`config.mk`:
```
export PLATFORM = sky130hd
export DESIGN_NAME = phase_step_aligner
export DESIGN_NICKNAME = d
export VERILOG_FILES = /design/src/rtl/phal_pkg.sv /design/src/rtl/phal_ctrl.sv /design/src/rtl/phal_dpath.sv /design/src/rtl/phase_step_aligner.sv
export SDC_FILE = /design/constraint.sdc
export NUM_CORES = 1
export LEC_CHECK = 0
export BUFFER_PORTS_ARGS = -buffer_cell sky130_fd_sc_hd__buf_2
export CAP_MARGIN = 25
export CELL_PAD_IN_SITES_DETAIL_PLACEMENT = 1
export CELL_PAD_IN_SITES_GLOBAL_PLACEMENT = 1
export CORE_ASPECT_RATIO = 1.2
export CORE_MARGIN = 4
export CORE_UTILIZATION = 30
export DETAILED_ROUTE_END_ITERATION = 16
export GPL_ROUTABILITY_DRIVEN = 0
export PLACE_DENSITY = 0.61
export SLEW_MARGIN = 20
export SYNTH_ARGS = -nofsm -noshare
export SYNTH_HDL_FRONTEND = slang
export SYNTH_SLANG_ARGS = --single-unit
```
`constraint.sdc`:
```
create_clock -name clk -period 3.1 [get_ports clk]
set_input_delay 0.155 -clock clk [delete_from_list [all_inputs] [get_ports clk]]
set_output_delay 0.155 -clock clk [all_outputs]
set_load 0.005 [all_outputs]
```
`src/rtl/phal_pkg.sv`:
```
package phal_pkg;

  typedef logic [1:0] shift_t;

  // Strobes from control to datapath, valid for one cycle
  typedef struct packed {
    logic   stepEn;     // apply one step this cycle
    logic   advance;    // 1: decrement position, 0: increment
    logic   rescale;    // resolution change this cycle
    shift_t fromShift;  // resolution currently held
    shift_t toShift;    // resolution requested by the select
  } strb_t;

  // Finer resolution is a larger left shift of the base step count
  function automatic shift_t selToShift(input logic [1:0] sel);
    case (sel)
      2'b10:   return 2'd1;
      2'b01:   return 2'd2;
      default: return 2'd0;
    endcase
  endfunction

endpackage

```
`src/rtl/phal_ctrl.sv`:
```
module phal_ctrl #(
  parameter int SYNC_STAGES = 2,
  parameter int SKIP_EVERY  = 32
) (
  input  logic            clk,
  input  logic            rst,
  input  logic            strobeAsync,
  input  logic            leadLagAsync,
  input  logic [1:0]      postDivSel,
  output phal_pkg::strb_t strb
);
  import phal_pkg::*;

  localparam int CW  = $clog2(SKIP_EVERY);
  localparam int TOP = SYNC_STAGES - 1;

  logic [TOP:0]  strobeSync;
  logic [TOP:0]  leadSync;
  logic          strobeLast;
  logic [CW-1:0] skipCnt;
  shift_t        heldShift;
  shift_t        wantShift;
  logic          edgeSeen;
  logic          skipHit;
  logic          rescaleNeed;

  genvar g;
  generate
    for (g = 0; g < SYNC_STAGES; g++) begin : gSync
      if (g == 0) begin : gFirst
        always_ff @(posedge clk) begin
          if (rst) begin
            strobeSync[0] <= 1'b0;
            leadSync[0]   <= 1'b0;
          end else begin
            strobeSync[0] <= strobeAsync;
            leadSync[0]   <= leadLagAsync;
          end
        end
      end else begin : gNext
        always_ff @(posedge clk) begin
          if (rst) begin
            strobeSync[g] <= 1'b0;
            leadSync[g]   <= 1'b0;
          end else begin
            strobeSync[g] <= strobeSync[g-1];
            leadSync[g]   <= leadSync[g-1];
          end
        end
      end
    end
  endgenerate

  assign wantShift   = selToShift(postDivSel);
  assign edgeSeen    = strobeSync[TOP] & ~strobeLast;
  assign skipHit     = (skipCnt == CW'(SKIP_EVERY - 1));
  assign rescaleNeed = (wantShift != heldShift);

  always_ff @(posedge clk) begin
    if (rst) begin
      strobeLast <= 1'b0;
      skipCnt    <= '0;
      heldShift  <= '0;
    end else begin
      strobeLast <= strobeSync[TOP];
      heldShift  <= wantShift;
      if (edgeSeen) skipCnt <= skipHit ? '0 : skipCnt + 1'b1;
    end
  end

  always_comb begin
    strb.stepEn    = edgeSeen & ~skipHit & ~rescaleNeed;
    strb.advance   = leadSync[TOP];
    strb.rescale   = rescaleNeed;
    strb.fromShift = heldShift;
    strb.toShift   = wantShift;
  end

endmodule

```
`src/rtl/phal_dpath.sv`:
```
module phal_dpath #(
  parameter int BASE_STEPS = 768,
  parameter int PW         = 12
) (
  input  logic            clk,
  input  logic            rst,
  input  phal_pkg::strb_t strb,
  output logic [PW-1:0]   phaseWord
);
  logic [PW-1:0] modulus;
  logic [PW-1:0] lastTap;
  logic [PW-1:0] nextPos;

  assign modulus = PW'(BASE_STEPS) << strb.fromShift;
  assign lastTap = modulus - 1'b1;

  always_comb begin
    nextPos = phaseWord;
    if (strb.rescale) begin
      if (strb.toShift > strb.fromShift)
        nextPos = phaseWord << (strb.toShift - strb.fromShift);
      else
        nextPos = phaseWord >> (strb.fromShift - strb.toShift);
    end else if (strb.stepEn) begin
      if (strb.advance)
        nextPos = (phaseWord == '0) ? lastTap : phaseWord - 1'b1;
      else
        nextPos = (phaseWord == lastTap) ? '0 : phaseWord + 1'b1;
    end
  end

  always_ff @(posedge clk) begin
    if (rst) phaseWord <= '0;
    else     phaseWord <= nextPos;
  end

endmodule

```
`src/rtl/phase_step_aligner.sv`:
```
module phase_step_aligner #(
  parameter  int BASE_STEPS  = 768,
  parameter  int SKIP_EVERY  = 32,
  parameter  int SYNC_STAGES = 2,
  localparam int PW          = $clog2(BASE_STEPS * 4)
) (
  input  logic          clk,
  input  logic          rst,
  input  logic          strobeAsync,
  input  logic          leadLagAsync,
  input  logic [1:0]    postDivSel,
  output logic [PW-1:0] phaseWord
);
  phal_pkg::strb_t ctrlStrb;

  phal_ctrl #(.SYNC_STAGES(SYNC_STAGES), .SKIP_EVERY(SKIP_EVERY)) u_ctrl (
    .clk(clk), .rst(rst), .strobeAsync(strobeAsync),
    .leadLagAsync(leadLagAsync), .postDivSel(postDivSel), .strb(ctrlStrb)
  );

  phal_dpath #(.BASE_STEPS(BASE_STEPS), .PW(PW)) u_dpath (
    .clk(clk), .rst(rst), .strb(ctrlStrb), .phaseWord(phaseWord)
  );

endmodule

```
* Yosys cells after proc, flatten, opt, wreduce, memory -nomap -nowiden
Cells that the tools add are included.
** Word-level totals
- Bits in registers :: 24
- Latch bits :: 0
- ROM bits :: 0
- Memories :: 0
- Input bits :: 6
- Bits in writable memories :: 0
** Operators by class
- Reductions and logical operators :: 2
- Add/subtract/negate cells :: 6
- Bitwise logic cells :: 6
- Shift-type cells :: 3
- $lt $le $gt $ge :: 1
- Multiply operators :: 0
- Eq/ne operators :: 5
- Multiplexer cells :: 8
- Divide/modulo/power cells :: 0
** Operators with widths (number)
- 2-to-1 mux 12 bit :: 6
- subtractor 12 x 1 -> 12 bit (second input constant) :: 2
- adder 12 x 1 -> 12 bit (second input constant) :: 1
- equality test 12 bit :: 1
- zero test 12 bit :: 1
- left shift 10 x 2 -> 12 bit (first input constant) :: 1
- left shift 12 x 2 -> 12 bit :: 1
- right shift 12 x 2 -> 12 bit :: 1
- adder 5 x 1 -> 5 bit (second input constant) :: 1
- equality test 5 bit (second input constant) :: 1
- 2-to-1 mux 5 bit :: 1
- one-hot mux 2 bit (2 select lines) :: 1
- subtractor 2 bit :: 2
- AND 1 bit :: 3
- inverter 1 bit :: 3
- equality test 2 x 1 -> 1 bit (second input constant) :: 1
- equality test 2 bit (second input constant) :: 1
- > comparator 2 bit :: 1
- != test 2 bit :: 1
- nonzero test 2 bit :: 1

* Depth between registers and ports, before layout
Gate-level depths: netlist of the first run.
- Depth after elaboration :: 7
- Mapped depth :: 11

* By module
From an unflattened synthesis of the first run, not the netlist that was laid out.
** Second synthesis, totals
- Cell total of the unflattened synthesis :: 332
- Area total of the unflattened synthesis :: 2576.2 um^2
** Modules (own cells, without submodules)
- phal_dpath :: area an instance 2072.0 um^2, instances 1, seq. area each 240.2 um^2, cells each 281
- phal_ctrl :: area an instance 504.2 um^2, instances 1, seq. area each 240.2 um^2, cells each 51

* Worst setup path after synthesis of the first run
OpenSTA, ideal clock, no wires.
- Path type :: flip-flop to flip-flop
- From :: register u_ctrl.heldShift[0]
- To :: register u_dpath.phaseWord[3]
- Stages on the path, launching flop included :: 11
- Period minus slack after synthesis :: 2282 ps
- Data required time :: 3029 ps
- Library setup time :: 71 ps
- Buffers on the path :: 1
- Arrival time :: 2211 ps
- Path slack :: 818 ps
- Path through :: dfxtp_1 ha_1 inv_1 fa_1 clkbuf_1 mux4_2 nand2_1 o311ai_0 a21oi_1 or3_1 a21oi_1
** Between the ends
- Cells in the longest elaborated chain, start to end :: 7
** Ends and longest elaborated chain
- start: declaration :: RTL line phal_ctrl.sv:21 : shift_t heldShift;
- start signal: assignment :: RTL line phal_ctrl.sv:66 : heldShift <= wantShift;
- left shift 10 x 2 -> 12 bit :: RTL line phal_dpath.sv:14 : assign modulus = PW'(BASE_STEPS) << strb.fromShift;
- subtractor 12 x 1 -> 12 bit :: RTL line phal_dpath.sv:15 : assign lastTap = modulus - 1'b1;
- equality test 12 bit :: RTL line phal_dpath.sv:28 : nextPos = (phaseWord == lastTap) ? '0 : phaseWord + 1'b1;
- 2-to-1 mux 12 bit :: RTL line phal_dpath.sv:28
- 2-to-1 mux 12 bit :: RTL line phal_dpath.sv:25 : if (strb.advance)
- 2-to-1 mux 12 bit :: RTL line phal_dpath.sv:24 : end else if (strb.stepEn) begin
- 2-to-1 mux 12 bit :: RTL line phal_dpath.sv:19 : if (strb.rescale) begin
- end signal: assignment :: RTL line phal_dpath.sv:34 : else phaseWord <= nextPos;
- end: declaration :: RTL line phal_dpath.sv:8 : output logic [PW-1:0] phaseWord
Parallel ways exist; a longest one is shown, timed or not. The select of a mux whose other input is x is not followed.
A chain may end at the register's enable or synchronous reset.

* Final worst setup path of the first run
- From :: register u_ctrl.heldShift[1]
- To :: register u_dpath.phaseWord[3]
Same word-level chain as after synthesis.

==> results of run 1 <==
-- kinds of logic (layout without fill, tap and decap cells) --
logic type,after synthesis,count (layout)
mux,18,18
xor+xnor,4,4
flops,24,24
fa+ha+maj,9,9
compound gates,111,111
simple gates,128,128
buf+inv,51,52
-- cell usage after synthesis, types with 3 or more instances --
cell,instances
buf_1,4
o211ai_1,4
nand3_1,12
mux2i_1,12
a21o_1,3
buf_2,9
a221oi_1,6
a21oi_1,33
nor2_1,28
nand2b_1,5
and3_1,7
nand3b_1,3
o21ai_0,15
inv_1,13
o21a_1,3
ha_1,8
nand4_1,6
clkbuf_1,20
mux2_2,3
a31oi_1,9
nand2_1,23
nor2b_1,9
dfxtp_1,24
a2111oi_2,3
mux4_2,3
nor4_1,7
o22ai_1,4
a211oi_1,5
nor3_1,11
xnor2_1,3
-- metal layers --
layer | wire length (microns) | up-vias | part of all wire (%)
li1 | - | 1295 | -
met5 | 0 | - | 0
met3 | 263 | 12 | 2.9
met1 | 4140 | 1316 | 45
met2 | 4540 | 51 | 50
met4 | 200 | 0 | 2.2
-- metrics by stage --
step	setup slack [ns]	hold WS, ns	instance area, sq um
floorplan	0.818	0.224	2590
global placement	0.463	0.368	2770
detailed placement	0.408	0.379	2770
CTS	0.378	0.0924	2820
global route	0.165	0.135	2820
finish	0.352	0.0953	2820
-- area by class of cell --
class / instances / share of cell area (%)
Clock buffer: 4 / 1.95
Inverter: 14 / 1.86
Multi-Input combinational cell: 270 / 66.6
Sequential cell: 24 / 17.0
Tap cell: 114 / 5.05
Timing Repair Buffer: 34 / 7.53
-- sequential cells by signal, indices dropped and copies added (netlist names) --
register / cells
u_ctrl.strobeSync: 2
u_dpath.phaseWord: 12
u_ctrl.skipCnt: 5
u_ctrl.heldShift: 2
u_ctrl.strobeLast: 1
u_ctrl.strb: 1
u_ctrl.leadSync: 1
-- how the worst min path moves through the flow --
stage | from | end | slack, ns | cells past startpoint
5_1_grt | strobeAsync | u_ctrl.strobeSync[0] | 0.14 | 2
3_5_place_dp | leadLagAsync | u_ctrl.leadSync[0] | 0.38 | 2
4_1_cts | leadLagAsync | u_ctrl.leadSync[0] | 0.09 | 2
2_1_floorplan | rst | u_dpath.phaseWord[5] | 0.22 | 1
3_3_place_gp | leadLagAsync | u_ctrl.leadSync[0] | 0.37 | 2
6_report | leadLagAsync | u_ctrl.leadSync[0] | 0.1 | 2
-- where the power goes --
part / switching, uW / internal, uW
clock: 112 / 114
combinational: 385 / 261
sequential: 65.6 / 336
total: 562 / 710
-- critical path, stage by stage (launching register included) --
cell,delay [ns]
dfxtp_1,0.38
inv_1,0.13
ha_1,0.56
xnor2_4,0.44
mux2i_1,0.15
o311ai_0,0.35
a21oi_1,0.11
or3_1,0.40
a21oi_1,0.14
==> impl_metrics.yaml, run 1 <==
run_status:
  status: "completed"
critical_path:
  cp_max_fo: 16
  r2r_end: "u_dpath.phaseWord[3]"
  cp-startpoint: "u_ctrl.heldShift[1]"
  critPathCapture: "u_dpath.phaseWord[3]"
  crit_required_ns: 3.30
  cp-start-kind: "flip-flop"
  cp.arrival_ns: 2.95
  reg2reg_slack_ns: 0.35
  reg2regPathDepth: 8
  critPathKind: "reg2reg"
  r2r-start: "u_ctrl.heldShift[1]"
  crit_path_end_kind: "flip-flop"
logic_synthesis:
  synthMuxAreaShare_pct: 8.56
  synthFlopType: "dfxtp_1"
  ys_ff_latch: 24
  syn_area_per_cell_sq_um: 7.50
  synth_area_sq_um: 2590
  synth_fp_nets: 360
  synthSimpleGateAreaFrac_pct: 27.2
  synth_compound_area_share_pct: 30.2
  synth-edff-count: 0
  synth-seq-area-share_pct: 18.6
  synth_top_area_cell: "dfxtp_1"
  synthXorXnorAreaFrac_pct: 2.08
  ys_warn_count: 0
  synthArstFlopShare_pct: 0
  synthAdderAreaFrac_pct: 4.64
  synthDistinctLibCells: 70
  synth_top_area_share_pct: 18.6
  synth_cells: 345
  synth_top_family_by_area: "compound AO/OA/AOI/OAI gates"
  synthTopCellsByArea: "dfxtp_1 (19%), a21oi_1 (6.4%), mux2i_1 (4.6%)"
layout:
  drive_gt1_share_pct: 18.2
  final_cell_mix: "a21oi_1 (33), nor2_1 (28), dfxtp_1 (24), nand2_1 (23)"
  regArea_sq_um: 480
  fin_util_pct: 34.3
  multi_input_area_sq_um: 1880
  n_fill_cell: 1031
  syn2layout_area_growth_pct: 9.19
  nNetsFinal: 362
  layout_commonest_cell: "a21oi_1"
  stdcell_count: 460
  antenna_cells: 0
detailed_routing:
  viasPerCell: 5.81
  ant_nets: 0
  drt-pass1-iter-count: 4
  wire_per_inst_microns: 19.9
  wirelength_mm: 9.14
  num_vias: 2674
  drc: 0
  drtIter0Drc: 183
clock_tree:
  cts_buffer_depth: 2
  cts_tree: "built"
  htree_levels: 1
  clkLatencyLatePin_ns: 0.27
  post_cts_buffers: 0
  path_clk_slew_ns: 0.10
  ctsHoldBuffers: 0
  cts_resized: 0
  clock-sinks: 24
  clockRootBuffer: "clkbuf_8"
  cts_buffers: 3
floorplan:
  ios: 18
  core-area_sq_um: 8240
  die_area_sq_um: 10200
  rows: 36
  start_util_pct: 31.4
  die_h_microns: 110
  die_w_microns: 92.8
global_route:
  grtUsageMet3_pct: 1.23
  grt_pass1_wl_mm: 15.2
  antenna_found_initial: 0
  grt_pass1_vias: 2696
  busiest_layer: "met2"
  grt_util_met2_pct: 32.7
  track_usage_pct: 18.7
  gr-usage-met1_pct: 24.9
  grt_overflow: 0
  grt_max_degree: 26
power:
  irDropWorstVdd_mv: 0.198
  leakagePower_uw: 0.00106
  finalPower_uw: 1270
  p_per_area_nw_per_um2: 451
timing:
  fmax_mhz: 364
  rsz0062_at_grt: "no"
  period_minus_slack_ns: 2.75
  worst_pin_slew_ns: 0.794
  setup-violations-final: 0
  maxSlewHeadroom_pct: 47.0
  tns_ns: 0
  finClkSkew_ns: 0.00656
  hold_viol: 0
  period_share_pct: 88.6
  slew_violations: 0
flow_run:
  maxCapViolations: 0
min_path:
  hold_class: "in2reg"
placed_design:
  dp.cells: 456
  place.detailed.hpwl_mm: 6.70
  port_buffers: 17
(Power assumes the default switching activity.)
==> inputs of run 2 (changes only) <==
Settings changed: MAX_ROUTING_LAYER set to met4.
==> impl_metrics.yaml, run 2 (synthesis results as in run 1) <==
detailed_routing:
  wire_per_inst_microns: 19.8
  num_vias: 2671
  ant_nets: 0
  drc: 0
  drt-pass1-iter-count: 4
  viasPerCell: 5.81
  wirelength_mm: 9.11
  drtIter0Drc: 170
critical_path:
  r2r-start: "u_ctrl.heldShift[1]"
  cp.arrival_ns: 2.95
  crit_path_top_delay_cell: "ha_1"
  cp-startpoint: "u_ctrl.heldShift[1]"
  crit_top_cell: "a21oi_1"
  crit_required_ns: 3.31
  critPathKind: "reg2reg"
  path_cells: "inv_1 > ha_1 > xnor2_4 > mux2i_1 > o311ai_0 > a21oi_1 > or3_1 > a21oi_1"
  cp_max_fo: 16
  cp-start-kind: "flip-flop"
  crit_path_end_kind: "flip-flop"
  reg2regPathDepth: 8
  cpPeakStageDelay_ns: 0.55
power:
  p_per_area_nw_per_um2: 451
  irDropWorstVdd_mv: 0.197
  leakagePower_uw: 0.00106
placed_design:
  dpl-instance-area_sq_um: 2770
  pre_cts_slack_ns: 0.408
  place.detailed.hpwl_mm: 6.70
  port_buffers: 17
  dp.cells: 456
layout:
  largest_reg_flops: 12
  syn2layout_area_growth_pct: 9.19
  layout_commonest_cell: "a21oi_1"
  reg_top3: "u_dpath.phaseWord: 12 flops, u_ctrl.skipCnt: 5 flops"
  nNetsFinal: 362
  stdcell_count: 460
  final_cell_mix: "a21oi_1 (33), nor2_1 (28), dfxtp_1 (24), nand2_1 (23)"
  top_register: "u_dpath.phaseWord"
  antenna_cells: 0
  drive_gt1_share_pct: 18.2
  n_fill_cell: 1031
  fin_area_sq_um: 2820
timing:
  fmax_mhz: 364
  rsz0062_at_grt: "no"
  hold_ws_ns: 0.0967
  hold_viol: 0
  setup-violations-final: 0
  period_minus_slack_ns: 2.75
  worst_slack_ns: 0.355
  maxSlewHeadroom_pct: 48.8
  worst_pin_slew_ns: 0.767
  finClkSkew_ns: 0.00839
  slew_violations: 0
  tns_ns: 0
  period_share_pct: 88.6
clock_tree:
  cts_tree: "built"
  clkLatencyLatePin_ns: 0.27
  cts_resized: 0
  path_clk_slew_ns: 0.10
  htree_levels: 1
  ctsHoldBuffers: 0
  cts_buffer_depth: 2
  clock-sinks: 24
  cts_buffers: 3
  clockRootBuffer: "clkbuf_8"
  post_cts_buffers: 0
global_route:
  grt_max_degree: 26
  grt_pass1_wl_mm: 15.2
  grt_pass1_vias: 2695
  grt_overflow: 0
  track_usage_pct: 19.2
  antenna_found_initial: 0
flow_run:
  maxCapViolations: 0
floorplan:
  die_area_sq_um: 10200
  rows: 36
  die_h_microns: 110
  ios: 18
  die_w_microns: 92.8
  start_util_pct: 31.4
  core-area_sq_um: 8240
run_status:
  status: "completed"
min_path:
  min_path_cells: 2
  hold_class: "in2reg"
  min-delay-start: "leadLagAsync"
## run 2: cell counts in the layout (fill, tap and decap cells not counted)
No cell type changed its count.
## run 2: per-stage QoR
| step | power, uW | util [%] |
|---|---|---|
| after floorplan | 848 | - |
| after global placement | 1050 | 33.6 |
| after detailed placement | 1050 | 33.6 |
| after CTS | 1280 | 34.3 |
| after global routing | 1370 | 34.3 |
| final | 1270 | 34.3 |
## run 2: final timing paths
check	end	slack (ns)
setup / recovery	u_dpath.phaseWord[3]	0.35
hold / removal	u_ctrl.leadSync[0]	0.1
setup reg to reg	u_dpath.phaseWord[3]	0.35
hold reg to reg	u_ctrl.strb[5]	0.45
## run 2: layout make-up
cell class | count | area (sq um) | area share [%]
Timing Repair Buffer | 34 | 213 | 7.53
Sequential cell | 24 | 480 | 17.0
Multi-Input combinational cell | 270 | 1880 | 66.6
Tap cell | 114 | 143 | 5.05
Inverter | 14 | 52.6 | 1.86
Clock buffer | 4 | 55.1 | 1.95
## run 2: power breakdown
| group | switching (uW) | total [uW] | internal [uW] |
|---|---|---|---|
| registers | 65.3 | 401 | 336 |
| clock network | 111 | 225 | 114 |
| logic | 386 | 647 | 261 |
| total | 562 | 1270 | 710 |
## run 2: metal layers
metal	vias to the layer above	wire (microns)	global-route usage (%)
met3	10	339	1.23
met2	57	4530	32.7
met4	0	184	5.13
li1	1292	-	-
met1	1312	4060	24.9
met5	-	0	-
## run 2: worst max-delay path: cells and delay by family (launching register included)
kind	cells	cell delay (ns)
muxes	1	0.15
DFF	1	0.38
adders and majority gates	1	0.55
AOI/OAI and AO/OA	3	0.60
buffers and inverters	1	0.13
xor gates and xnor gates	1	0.44
and+or+nand+nor	1	0.40
